==> src/rtl/jseq_pkg.sv <==
package jseq_pkg;

    typedef enum logic [3:0] {
        TAP_RESET, TAP_IDLE,
        DR_SEL, DR_CAP, DR_SHIFT, DR_EXIT1, DR_PAUSE, DR_EXIT2, DR_UPD,
        IR_SEL, IR_CAP, IR_SHIFT, IR_EXIT1, IR_PAUSE, IR_EXIT2, IR_UPD
    } tap_st_e;

    typedef enum logic [3:0] {
        PH_IDLE, PH_RST, PH_IR_GO, PH_IR_SH, PH_IR_UP,
        PH_DR_GO, PH_DR_SH, PH_DR_UP, PH_TO_RTI, PH_WAIT
    } phase_e;

    localparam logic [1:0] OP_RESET  = 2'd0;
    localparam logic [1:0] OP_ACCESS = 2'd1;
    localparam logic [1:0] OP_SELECT = 2'd2;

    localparam int RST_ONES = 5;

    function automatic logic in_dr(tap_st_e s);
        return s inside {DR_SEL, DR_CAP, DR_SHIFT, DR_EXIT1, DR_PAUSE, DR_EXIT2, DR_UPD};
    endfunction

    function automatic logic in_ir(tap_st_e s);
        return s inside {IR_SEL, IR_CAP, IR_SHIFT, IR_EXIT1, IR_PAUSE, IR_EXIT2, IR_UPD};
    endfunction

    // Standard TAP controller transition.
    function automatic tap_st_e tap_next(tap_st_e s, logic tms);
        case (s)
            TAP_RESET: return tms ? TAP_RESET : TAP_IDLE;
            TAP_IDLE:  return tms ? DR_SEL    : TAP_IDLE;
            DR_SEL:    return tms ? IR_SEL    : DR_CAP;
            DR_CAP:    return tms ? DR_EXIT1  : DR_SHIFT;
            DR_SHIFT:  return tms ? DR_EXIT1  : DR_SHIFT;
            DR_EXIT1:  return tms ? DR_UPD    : DR_PAUSE;
            DR_PAUSE:  return tms ? DR_EXIT2  : DR_PAUSE;
            DR_EXIT2:  return tms ? DR_UPD    : DR_SHIFT;
            DR_UPD:    return tms ? DR_SEL    : TAP_IDLE;
            IR_SEL:    return tms ? TAP_RESET : IR_CAP;
            IR_CAP:    return tms ? IR_EXIT1  : IR_SHIFT;
            IR_SHIFT:  return tms ? IR_EXIT1  : IR_SHIFT;
            IR_EXIT1:  return tms ? IR_UPD    : IR_PAUSE;
            IR_PAUSE:  return tms ? IR_EXIT2  : IR_PAUSE;
            IR_EXIT2:  return tms ? IR_UPD    : IR_SHIFT;
            default:   return tms ? DR_SEL    : TAP_IDLE;
        endcase
    endfunction

    // TMS value that moves one state closer to tgt (cur != tgt assumed).
    function automatic logic step_tms(tap_st_e cur, tap_st_e tgt);
        tap_st_e inner;
        case (cur)
            TAP_RESET: return 1'b0;
            TAP_IDLE:  return 1'b1;
            DR_SEL:    return !in_dr(tgt);
            IR_SEL:    return !in_ir(tgt);
            DR_UPD, IR_UPD: return in_dr(tgt) || in_ir(tgt);
            DR_CAP, DR_EXIT1, DR_EXIT2: begin
                inner = in_dr(tgt) ? tgt : DR_UPD;
                if (cur == DR_CAP)   return !(inner == DR_SHIFT);
                if (cur == DR_EXIT1) return !(inner inside {DR_PAUSE, DR_EXIT2});
                return !(inner inside {DR_SHIFT, DR_EXIT1, DR_PAUSE});
            end
            IR_CAP, IR_EXIT1, IR_EXIT2: begin
                inner = in_ir(tgt) ? tgt : IR_UPD;
                if (cur == IR_CAP)   return !(inner == IR_SHIFT);
                if (cur == IR_EXIT1) return !(inner inside {IR_PAUSE, IR_EXIT2});
                return !(inner inside {IR_SHIFT, IR_EXIT1, IR_PAUSE});
            end
            default: return 1'b1;
        endcase
    endfunction

endpackage

==> src/rtl/jseq_tap_track.sv <==
module jseq_tap_track
    import jseq_pkg::*;
(
    input  logic    clk,
    input  logic    rst_n,
    input  logic    adv_i,
    input  logic    tms_i,
    output tap_st_e state_o
);
    tap_st_e st_d, st_q;

    always_comb begin
        st_d = st_q;
        if (adv_i) st_d = tap_next(st_q, tms_i);
    end

    always_ff @(posedge clk or negedge rst_n) begin
        if (!rst_n) st_q <= TAP_RESET;
        else        st_q <= st_d;
    end

    assign state_o = st_q;
endmodule

==> src/rtl/jseq_nav.sv <==
module jseq_nav
    import jseq_pkg::*;
(
    input  tap_st_e cur_i,
    input  tap_st_e tgt_i,
    output logic    at_tgt_o,
    output logic    tms_o
);
    assign at_tgt_o = (cur_i == tgt_i);
    assign tms_o    = step_tms(cur_i, tgt_i);
endmodule

==> src/rtl/jseq_shift_gen.sv <==
module jseq_shift_gen #(
    parameter int DATA_W = 32,
    parameter int PAD_W  = 4,
    parameter int CW     = 8
) (
    input  logic [CW-1:0]     idx_i,
    input  logic [PAD_W-1:0]  pre_i,
    input  logic [CW-1:0]     nbits_i,
    input  logic [PAD_W-1:0]  post_i,
    input  logic [DATA_W-1:0] payload_i,
    input  logic              pad_one_i,
    input  logic              cap_en_i,
    output logic              tms_o,
    output logic              tdi_o,
    output logic              cap_o,
    output logic              cap_last_o
);
    logic [CW-1:0]     pre_w, pay_end, total, off;
    logic [DATA_W-1:0] shifted;
    logic              in_pay;

    always_comb begin
        pre_w   = CW'(pre_i);
        pay_end = pre_w + nbits_i;
        total   = pay_end + CW'(post_i);
        off     = idx_i - pre_w;
        shifted = payload_i >> off;
        in_pay  = (idx_i >= pre_w) && (idx_i < pay_end);
        tdi_o   = in_pay ? shifted[0] : pad_one_i;
        tms_o   = (idx_i == total - CW'(1));
        cap_o   = cap_en_i && in_pay;
        cap_last_o = cap_o && (idx_i == pay_end - CW'(1));
    end
endmodule

==> src/rtl/jseq_rsp.sv <==
module jseq_rsp (
    input  logic clk,
    input  logic rst_n,
    input  logic take_i,
    input  logic bit_i,
    input  logic last_i,
    output logic valid_o,
    output logic bit_o,
    output logic last_o
);
    typedef struct packed {
        logic vld;
        logic b;
        logic lst;
    } rsp_t;

    rsp_t r_d, r_q;

    always_comb begin
        r_d     = r_q;
        r_d.vld = take_i;
        r_d.lst = take_i && last_i;
        if (take_i) r_d.b = bit_i;
    end

    always_ff @(posedge clk or negedge rst_n) begin
        if (!rst_n) r_q <= '0;
        else        r_q <= r_d;
    end

    assign valid_o = r_q.vld;
    assign bit_o   = r_q.b;
    assign last_o  = r_q.lst;
endmodule

==> src/rtl/jtag_scan_seq.sv <==
module jtag_scan_seq
    import jseq_pkg::*;
#(
    parameter int DATA_W = 32,
    parameter int ADDR_W = 8,
    parameter int PAD_W  = 4,
    parameter int IDLE_W = 8,
    localparam int LEN_W = $clog2(DATA_W + 1),
    localparam int IRL_W = $clog2(ADDR_W + 1)
) (
    input  logic              clk,
    input  logic              rst_n,
    input  logic              cmd_valid_i,
    output logic              cmd_ready_o,
    input  logic [1:0]        cmd_op_i,
    input  logic [ADDR_W-1:0] cmd_addr_i,
    input  logic [DATA_W-1:0] cmd_data_i,
    input  logic [LEN_W-1:0]  cmd_len_i,
    input  logic [IRL_W-1:0]  cfg_ir_len_i,
    input  logic [PAD_W-1:0]  cfg_ir_pre_i,
    input  logic [PAD_W-1:0]  cfg_ir_post_i,
    input  logic [PAD_W-1:0]  cfg_dr_pre_i,
    input  logic [PAD_W-1:0]  cfg_dr_post_i,
    input  logic [IDLE_W-1:0] cfg_idle_i,
    output logic              cmd_rej_o,
    output logic              step_valid_o,
    output logic              step_tms_o,
    output logic              step_tdi_o,
    output logic              step_cap_o,
    input  logic              tdo_i,
    output logic              rsp_valid_o,
    output logic              rsp_bit_o,
    output logic              rsp_last_o
);
    localparam int SHW = $clog2(2 * (2 ** PAD_W) + DATA_W + ADDR_W + 1);
    localparam int CW  = (SHW > IDLE_W) ? SHW : IDLE_W;
    localparam logic [IRL_W-1:0]  IRL_RST  = IRL_W'(4);
    localparam logic [ADDR_W-1:0] LAST_RST = ADDR_W'(1);

    typedef struct packed {
        phase_e            phase;
        logic [CW-1:0]     cnt;
        logic [ADDR_W-1:0] last_ir;
        logic [IRL_W-1:0]  ir_len;
        logic [PAD_W-1:0]  ir_pre;
        logic [PAD_W-1:0]  ir_post;
        logic [PAD_W-1:0]  dr_pre;
        logic [PAD_W-1:0]  dr_post;
        logic [IDLE_W-1:0] idle;
        logic [ADDR_W-1:0] addr;
        logic [DATA_W-1:0] data;
        logic [LEN_W-1:0]  len;
        logic              step_valid;
        logic              step_tms;
        logic              step_tdi;
        logic              step_cap;
        logic              cap_last;
        logic              rej;
    } seq_t;

    seq_t    d, q;
    tap_st_e tap_q, nav_tgt;
    logic    at_tgt, nav_tms;
    logic    sg_ir, sg_tms, sg_tdi, sg_cap, sg_cap_last;
    logic [PAD_W-1:0]  sg_pre, sg_post;
    logic [CW-1:0]     sg_nbits;
    logic [DATA_W-1:0] sg_pay, ir_pay;
    logic [ADDR_W:0]   max_addr, one_w;
    logic              bad_cmd;

    jseq_tap_track u_tap (
        .clk(clk), .rst_n(rst_n), .adv_i(d.step_valid), .tms_i(d.step_tms), .state_o(tap_q)
    );

    always_comb begin
        case (q.phase)
            PH_IR_GO:  nav_tgt = IR_SHIFT;
            PH_IR_UP:  nav_tgt = IR_UPD;
            PH_DR_GO:  nav_tgt = DR_SHIFT;
            PH_DR_UP:  nav_tgt = DR_UPD;
            default:   nav_tgt = TAP_IDLE;
        endcase
    end

    jseq_nav u_nav (.cur_i(tap_q), .tgt_i(nav_tgt), .at_tgt_o(at_tgt), .tms_o(nav_tms));

    always_comb begin
        ir_pay = '0;
        ir_pay[ADDR_W-1:0] = q.addr;
        sg_ir    = (q.phase == PH_IR_SH);
        sg_pre   = sg_ir ? q.ir_pre  : q.dr_pre;
        sg_post  = sg_ir ? q.ir_post : q.dr_post;
        sg_nbits = sg_ir ? CW'(q.ir_len) : CW'(q.len);
        sg_pay   = sg_ir ? ir_pay : q.data;
    end

    jseq_shift_gen #(.DATA_W(DATA_W), .PAD_W(PAD_W), .CW(CW)) u_shift (
        .idx_i(q.cnt), .pre_i(sg_pre), .nbits_i(sg_nbits), .post_i(sg_post),
        .payload_i(sg_pay), .pad_one_i(sg_ir), .cap_en_i(!sg_ir),
        .tms_o(sg_tms), .tdi_o(sg_tdi), .cap_o(sg_cap), .cap_last_o(sg_cap_last)
    );

    always_comb begin
        one_w    = {{ADDR_W{1'b0}}, 1'b1};
        max_addr = (one_w << q.ir_len) - one_w;
        bad_cmd  = ({1'b0, cmd_addr_i} > max_addr) || (cmd_len_i == '0) ||
                   (cmd_len_i > LEN_W'(DATA_W));
    end

    always_comb begin
        d = q;
        d.step_valid = 1'b0;
        d.step_tms   = 1'b0;
        d.step_tdi   = 1'b0;
        d.step_cap   = 1'b0;
        d.cap_last   = 1'b0;
        d.rej        = 1'b0;
        case (q.phase)
            PH_IDLE: if (cmd_valid_i) begin
                case (cmd_op_i)
                    OP_RESET: begin
                        d.phase = PH_RST;
                        d.cnt   = '0;
                    end
                    OP_SELECT: begin
                        d.ir_len  = cfg_ir_len_i;
                        d.ir_pre  = cfg_ir_pre_i;
                        d.ir_post = cfg_ir_post_i;
                        d.dr_pre  = cfg_dr_pre_i;
                        d.dr_post = cfg_dr_post_i;
                        d.idle    = cfg_idle_i;
                    end
                    OP_ACCESS: begin
                        if (bad_cmd) begin
                            d.rej = 1'b1;
                        end else begin
                            d.addr = cmd_addr_i;
                            d.data = cmd_data_i;
                            d.len  = cmd_len_i;
                            if (cmd_addr_i == q.last_ir) begin
                                d.phase = PH_DR_GO;
                            end else begin
                                d.phase   = PH_IR_GO;
                                d.last_ir = cmd_addr_i;
                            end
                        end
                    end
                    default: ;
                endcase
            end
            PH_RST: begin
                d.step_valid = 1'b1;
                d.step_tms   = (q.cnt < CW'(RST_ONES));
                d.cnt        = q.cnt + CW'(1);
                if (q.cnt == CW'(RST_ONES)) d.phase = PH_IDLE;
            end
            PH_IR_GO, PH_IR_UP, PH_DR_GO, PH_DR_UP, PH_TO_RTI: begin
                if (at_tgt) begin
                    d.cnt = '0;
                    case (q.phase)
                        PH_IR_GO: d.phase = PH_IR_SH;
                        PH_IR_UP: d.phase = PH_DR_GO;
                        PH_DR_GO: d.phase = PH_DR_SH;
                        PH_DR_UP: d.phase = (q.idle != '0) ? PH_TO_RTI : PH_IDLE;
                        default:  d.phase = PH_WAIT;
                    endcase
                end else begin
                    d.step_valid = 1'b1;
                    d.step_tms   = nav_tms;
                end
            end
            PH_IR_SH, PH_DR_SH: begin
                d.step_valid = 1'b1;
                d.step_tms   = sg_tms;
                d.step_tdi   = sg_tdi;
                d.step_cap   = sg_cap;
                d.cap_last   = sg_cap_last;
                d.cnt        = q.cnt + CW'(1);
                if (sg_tms) d.phase = sg_ir ? PH_IR_UP : PH_DR_UP;
            end
            PH_WAIT: begin
                d.step_valid = 1'b1;
                d.cnt        = q.cnt + CW'(1);
                if (q.cnt == CW'(q.idle) - CW'(1)) d.phase = PH_IDLE;
            end
            default: d.phase = PH_IDLE;
        endcase
    end

    always_ff @(posedge clk or negedge rst_n) begin
        if (!rst_n) begin
            q         <= '0;
            q.phase   <= PH_IDLE;
            q.last_ir <= LAST_RST;
            q.ir_len  <= IRL_RST;
        end else begin
            q <= d;
        end
    end

    jseq_rsp u_rsp (
        .clk(clk), .rst_n(rst_n), .take_i(q.step_valid && q.step_cap),
        .bit_i(tdo_i), .last_i(q.cap_last),
        .valid_o(rsp_valid_o), .bit_o(rsp_bit_o), .last_o(rsp_last_o)
    );

    assign cmd_ready_o  = (q.phase == PH_IDLE);
    assign cmd_rej_o    = q.rej;
    assign step_valid_o = q.step_valid;
    assign step_tms_o   = q.step_tms;
    assign step_tdi_o   = q.step_tdi;
    assign step_cap_o   = q.step_cap;

    a_r1_reset_lands_idle: assert property (@(posedge clk) disable iff (!rst_n)
        (q.phase == PH_RST && q.cnt == CW'(RST_ONES)) |=> (tap_q == TAP_IDLE));

    a_r5_cap_only_dr_shift: assert property (@(posedge clk) disable iff (!rst_n)
        (step_valid_o && step_cap_o) |-> (tap_q inside {DR_SHIFT, DR_EXIT1}));

    a_r6_wait_in_idle: assert property (@(posedge clk) disable iff (!rst_n)
        (q.phase == PH_WAIT) |-> (tap_q == TAP_IDLE));

    a_r8_rej_quiet: assert property (@(posedge clk) disable iff (!rst_n)
        cmd_rej_o |-> (cmd_ready_o && !step_valid_o));

    a_r9_rsp_tracks_cap: assert property (@(posedge clk) disable iff (!rst_n)
        (step_valid_o && step_cap_o) |=> (rsp_valid_o && rsp_bit_o == $past(tdo_i)));
endmodule

==> config.mk <==
export PLATFORM = sky130hd
export DESIGN_NAME = jtag_scan_seq
export DESIGN_NICKNAME = d
export VERILOG_FILES = /design/src/rtl/jseq_pkg.sv /design/src/rtl/jseq_tap_track.sv /design/src/rtl/jseq_nav.sv /design/src/rtl/jseq_shift_gen.sv /design/src/rtl/jseq_rsp.sv /design/src/rtl/jtag_scan_seq.sv
export SDC_FILE = /design/constraint.sdc
export NUM_CORES = 1
export LEC_CHECK = 0
export CORE_ASPECT_RATIO = 1.2
export CORE_MARGIN = 1
export CORE_UTILIZATION = 58
export CTS_CLUSTER_DIAMETER = 100
export CTS_CLUSTER_SIZE = 24
export DETAILED_ROUTE_END_ITERATION = 10
export DONT_BUFFER_PORTS = 1
export PLACE_DENSITY_LB_ADDON = 0.3
export SYNTH_ARGS = -nofsm -noshare
export SYNTH_HDL_FRONTEND = slang
export SYNTH_SLANG_ARGS = --single-unit
==> constraint.sdc <==
create_clock -name clk -period 5.5 [get_ports clk]
set_input_delay 1.1 -clock clk [delete_from_list [all_inputs] [get_ports clk]]
set_output_delay 1.1 -clock clk [all_outputs]
set_load 0.005 [all_outputs]
### Word-level counts from Yosys, hierarchy flattened

Cells that the tools add are included.

| operators by class | value |
|---|---|
| add/subtract/negate cells | 8 |
| $lt $le $gt $ge | 5 |
| equality and inequality tests | 61 |
| shift operators | 2 |
| multiplexer cells | 68 |
| bitwise operators | 2 |
| reduce and logical (&&, ||, !) cells | 42 |

Operators by type and width:

| kind | number |
|---|---|
| $mux 94 | 1 |
| $mux 46 | 2 |
| $eq 4x4->1 const B | 22 |
| $eq 4x3->1 const B | 16 |
| $mux 4 | 13 |
| $pmux 4 s11 | 1 |
| $eq 8x8->1 | 4 |
| $mux 32 | 1 |
| $mux 8 | 4 |
| $pmux 4 s4 | 2 |
| $shr 32x8->1 | 1 |
| $mux 28 | 1 |
| $mux 1 | 26 |
| $eq 4x2->1 const B | 6 |
| $pmux 8 s3 | 1 |
| $sub 8x1->8 const B | 3 |
| $pmux 4 s5 | 1 |
| $reduce_bool 7->1 | 2 |
| $mux 12 | 1 |
| $mux 3 | 4 |
| $mux 2 | 5 |
| $ne 2x2->1 const B | 5 |
| $gt 8x9->1 | 1 |
| $logic_not 1->1 | 9 |
| 40 further kinds | 56 |

| storage, ports and cells | value |
|---|---|
| bits in registers | 107 |
| input bits | 80 |
| output and inout port bits | 9 |
| word-level logic and storage cells | 210 |

### Logic depth before layout (Yosys ltp)

| logic depth | value |
|---|---|
| depth after elaboration | 16 |
| gate-level depth with buffers | 23 |
| mapped depth without buffers | 20 |

### Cells and area by module

From an unflattened synthesis, not the netlist that was laid out.

| second synthesis, totals | value |
|---|---|
| cells, all modules | 748 |
| area, all modules | 7857.5 um^2 |

Modules (own cells, without submodules):

| module | times used | cells an instance | area an instance (um^2) | seq. area each (um^2) |
|---|---|---|---|---|
| jtag_scan_seq | 1 | 471 | 5429.0 | 2504.9 |
| jseq_shift_gen | 1 | 182 | 1610.3 | 0.0 |
| jseq_tap_track | 1 | 46 | 417.9 | 100.1 |
| jseq_nav | 1 | 44 | 302.8 | 0.0 |
| jseq_rsp | 1 | 5 | 97.6 | 75.1 |

### Worst setup path after synthesis

OpenSTA, ideal clock, no wires.

| path | value |
|---|---|
| path kind | register to register |
| start point | register q[99] (netlist bit) |
| end point | register u_tap.st_q[0], in the netlist u_tap.state_o[0] |
| library setup time | 0.124 ns |
| arrival time | 5.217 ns |
| required time | 5.376 ns |
| path slack | 0.159 ns |
| stages on the path, launching flop included | 24 |
| path buffers | 3 |
| clock period less this slack | 5.341 ns |
| cell sequence | dfrtp_1 -> buf_4 -> nor2_1 -> and3_1 -> buf_2 -> buf_1 -> mux2i_1 -> inv_1 -> ha_1 -> a21o_1 -> a21o_1 -> a21oi_1 -> or3_1 -> a21oi_1 -> inv_1 -> ha_1 -> xor2_1 -> a2111oi_0 -> o2111ai_1 -> nor4_4 -> nor2_4 -> clkinv_4 -> o211ai_1 -> a211o_1 |

RTL lines:

| item | RTL line | text |
|---|---|---|
| start: declaration | jtag_scan_seq.sv:61 | `seq_t d, q;` |
| end signal: assignment | jseq_tap_track.sv:19 | `else st_q <= st_d;` |
| end: declaration | jseq_tap_track.sv:10 | `tap_st_e st_d, st_q;` |

==> metrics.md <==
| Metric | Value |
|---|---|
| Cell area after synthesis | 0.00708 mm2 |
| Tot GR Track Use | 0.265 |
| First-pass iteration count of the detailed router | 5 |
| Total congestion overflow after global routing | 0 |
| Height of the die | 123 um |
| Most area-hungry cell type in the Yosys netlist | sky130_fd_sc_hd__dfrtp_1 |
| Reported max-cap violation count | 0 |
| Floorplan row count | 43 |
| Die width | 103 um |
| Number of levels the H-tree was split into | 3 |
| Slowest-stage cell, CP | sky130_fd_sc_hd__a2111oi_0 |
| Final wirelength | 15500 um |
| Post-synth EDFFs | 0 |
| Synthesis-to-layout area growth | 5.39% |
| Clock Pin Slew Worst Setup and Hold Paths | 0.07 ns |
| Total count of max-transition violations in the final report | 0 |
| Area of the die | 0.0127 mm2 |
| Outcome | completed |
| Storage element area | 0.00268 mm2 |
| Cell Pwr Density | 190 mW/mm2 |
| Number of DRC violations after detailed routing | 0 |
| Utilization of the core after routing | 0.637 |
| PostCTS Resize Cnt | 0 |
| Number of placed instances, taps included | 798 |
| Number of global-route vias before repair | 5200 |
| Number of diodes | 0 |
| Netlist cell types | 72 |
| Post-synthesis sequential element count | 107 |
| LEAKAGE | 3.42 nW |
| I/O Buffers | 0 |
| Global-route wire length before repair | 25600 um |
| Relative slew margins | 0.314 |
| Setup repair bufs after CTS | 0 |
| Class of the worst hold path | in -> async |
| Syn nets | 790 |
| Top-count cell post-synth | sky130_fd_sc_hd__dfrtp_1 |
| CP Capture Type | flop |
| Post-route antenna net violation count | 0 |
| Global-route track usage on met3 | 0.0560 |
| Fin crit share | 0.919 |
| Initial core utilization | 0.604 |
| RSZ-0062 raised after global routing | no |
| Cell types with the largest area share after synthesis | sky130_fd_sc_hd__dfrtp_1 (37%), sky130_fd_sc_hd__mux2_2 (12%), sky130_fd_sc_hd__ha_1 (7.4%) |
| Number of fillers in the final layout | 935 |
| Clock latency on the worst-skew pair | 0.35 ns |
| Core Area | 0.0117 mm2 |
| Buffer depth of the longest clock path | 2 |
| Hold slack | 0.442 ns |
| Category of the worst setup path launch point | flop |
| Critical Path RT | 5.73 ns |
| Syn. warnings | 0 |
| Largest net degree at the start of global routing | 108 |
| Cells traversed along the worst timing path | nor2_1 > and3_1 > mux2i_1 > inv_1 > ha_1 > a21o_1 > a21o_1 > a21oi_1 > or3_1 > a21oi_1 > inv_1 > ha_1 > xor2_1 > a2111oi_0 > o2111ai_1 > nor4_4 > nor2_4 > clkinv_4 > o211ai_1 > a211o_1 |
| Cell at the root of the clock tree | sky130_fd_sc_hd__clkbuf_16 |
| Met2 track demand over resource in global routing | 0.460 |
| Post-layout total power | 1.42 mW |
| Setup violation total in the final timing report | 0 |
| Highest net fanout along the worst path | 8 |
| Most frequently used flop master after synthesis | sky130_fd_sc_hd__dfrtp_1 |
| Slew @ Worst Pin | 1.03 ns |
| Combined area of the multi-input logic cells | 0.00408 mm2 |
| Data arrival time of the critical path | 5.29 ns |
| Via Count | 5064 |
| Final total negative setup slack | 0 ns |
| Area share of the largest cell type after synthesis | 0.371 |
| Post-synth top cells | sky130_fd_sc_hd__dfrtp_1 (105), sky130_fd_sc_hd__mux2_2 (75), sky130_fd_sc_hd__ha_1 (42) |
| Layer with the highest usage | met2 |
| Antenna violations before repair | 0 |
| Last weighted congestion value of the routability-driven placer | 0.840 |
| Final HPWL from detailed placement | 11600 um |
| Mapped Cells | 665 |
| GR met1 Demand/Resource | 0.329 |
| Number of I/O pins | 89 |
| Asr flop ratio synth | 1.00 |
| Setup skew after layout | 0.00661 ns |
| Layout Nets | 777 |
| Clock tree from TritonCTS | built |
| Worst supply voltage drop on vdd | 203 uV |
| Final standard cell count with taps included and fillers excluded | 814 |
| Sequential area share after synthesis | 0.378 |
| Avg WL per Cell | 19.0 um |
| Post-CTS Hold Buffers | 0 |
| Number of clock sinks | 107 |
| Clock period minus final worst setup slack | 5.05 ns |
| Critical Setup Path Class | reg -> reg |
| Average instance area after synthesis | 10.7 um2 |
| Slowest cell delay on critical path | 0.48 ns |
| Post-detailed-route via-to-cell ratio | 6.22 |
| Maximum clock frequency | 0.198 GHz |
| TritonCTS Buffers | 9 |
| Final Hold Violating Endpoints | 0 |
| Fraction of layout instances using a drive strength above 1 | 0.198 |
| First DRT Iteration DRCs | 247 |
## per-layer routing
layer | routed length, um | vias to the layer above | share of wire
li1 | - | 2378 | -
met1 | 6270 | 2515 | 0.40
met2 | 7950 | 145 | 0.51
met5 | 0 | - | 0
met4 | 335 | 0 | 0.022
met3 | 942 | 26 | 0.061
## layout make-up
type / instances / area share
clock inverter: 5 / 0.00587
sequential: 107 / 0.359
clock buffer: 11 / 0.0312
inverter: 32 / 0.0168
tap: 157 / 0.0263
timing repair buffer: 14 / 0.0141
multi-input combinational: 488 / 0.547
## power by group
part           internal [mW]  total [mW]  leakage (nW)  switching (mW)
Sequential             0.786       0.786          1.43               0
Combinational        0.00629      0.0117          1.86         0.00544
Clock                  0.315       0.621         0.129           0.306
Total                   1.11        1.42          3.42           0.311
## state kept, by name, summed over array words and instances (netlist names)
| name | count |
|---|---|
| u_rsp.last_o | 1 |
| step_tdi_o | 1 |
| step_tms_o | 1 |
| u_rsp.valid_o | 1 |
| u_tap.state_o | 4 |
| q | 87 |
| ir_pay | 8 |
| cmd_rej_o | 1 |
| step_valid_o | 1 |
| u_rsp.bit_o | 1 |
| step_cap_o | 1 |
## per-stage QoR
step	area (um2)	setup WS [ns]
floorplan	7080	0.159
global placement	7190	0.730
detailed placement	7190	0.530
CTS	7470	0.443
global route	7470	0.0479
finish	7470	0.448
## cells in the final DEF, fill, tap and decap left out, types with 4 or more instances in the layout
master / instances
sky130_fd_sc_hd__o21a_1: 4
sky130_fd_sc_hd__o21ai_0: 32
sky130_fd_sc_hd__mux2i_1: 9
sky130_fd_sc_hd__a22o_1: 5
sky130_fd_sc_hd__inv_1: 30
sky130_fd_sc_hd__nand3_1: 16
sky130_fd_sc_hd__buf_4: 14
sky130_fd_sc_hd__nand4_1: 5
sky130_fd_sc_hd__nor2b_1: 10
sky130_fd_sc_hd__xor2_1: 23
sky130_fd_sc_hd__and3_1: 5
sky130_fd_sc_hd__mux2_1: 6
sky130_fd_sc_hd__ha_1: 42
sky130_fd_sc_hd__dfrtp_1: 105
sky130_fd_sc_hd__mux4_2: 12
sky130_fd_sc_hd__o31ai_1: 4
sky130_fd_sc_hd__or3_1: 6
sky130_fd_sc_hd__nand3b_1: 8
sky130_fd_sc_hd__and2_1: 5
sky130_fd_sc_hd__a21o_1: 6
sky130_fd_sc_hd__nand2b_1: 10
sky130_fd_sc_hd__mux2_2: 75
sky130_fd_sc_hd__clkbuf_16: 9
sky130_fd_sc_hd__nor4_1: 6
sky130_fd_sc_hd__a31oi_1: 10
sky130_fd_sc_hd__nor3_1: 11
sky130_fd_sc_hd__nor2_1: 25
sky130_fd_sc_hd__a211oi_1: 5
sky130_fd_sc_hd__nand2_1: 40
sky130_fd_sc_hd__a21oi_1: 25
sky130_fd_sc_hd__xnor2_1: 28
## critical path, delay by kind of cell (launching register included)
| kind | cells | cell delay (ns) |
|---|---|---|
| AO/OA/AOI/OAI | 8 | 1.78 |
| XOR/XNOR | 1 | 0.19 |
| adder cells (fa/ha/maj) | 2 | 0.62 |
| buffers and inverters | 3 | 0.31 |
| flip-flops | 1 | 0.39 |
| multiplexers | 1 | 0.29 |
| AND/OR/NAND/NOR | 5 | 1.35 |
## path summary, 6_finish.rpt
path / start / endpoint / cells past startpoint / slack, ns
worst max register to register: q[98]$_DFFE_PN0P_ / u_tap.state_o[0]$_DFFE_PN0P_ / 20 / 0.45
max in group asynchronous: rst_n / q[78]$_DFFE_PN1P_ / 0 / 4.80
worst min-delay path: rst_n / q[70]$_DFFE_PN0P_ / 0 / 0.44
min in group clk: q[1]$_DFF_PN0_ / u_rsp.last_o$_DFF_PN0_ / 1 / 0.49
worst min register to register: q[1]$_DFF_PN0_ / u_rsp.last_o$_DFF_PN0_ / 1 / 0.49
worst max-delay path: q[98]$_DFFE_PN0P_ / u_tap.state_o[0]$_DFFE_PN0P_ / 20 / 0.45
## cells by family after synthesis
group	synth area share
adders and majority gates	0.0827
buffers and inverters	0.0454
muxes	0.180
xor gates and xnor gates	0.0662
and+or+nand+nor	0.133
DFF	0.378
AOI/OAI and AO/OA	0.114
Power figures use the tool's default switching activity.
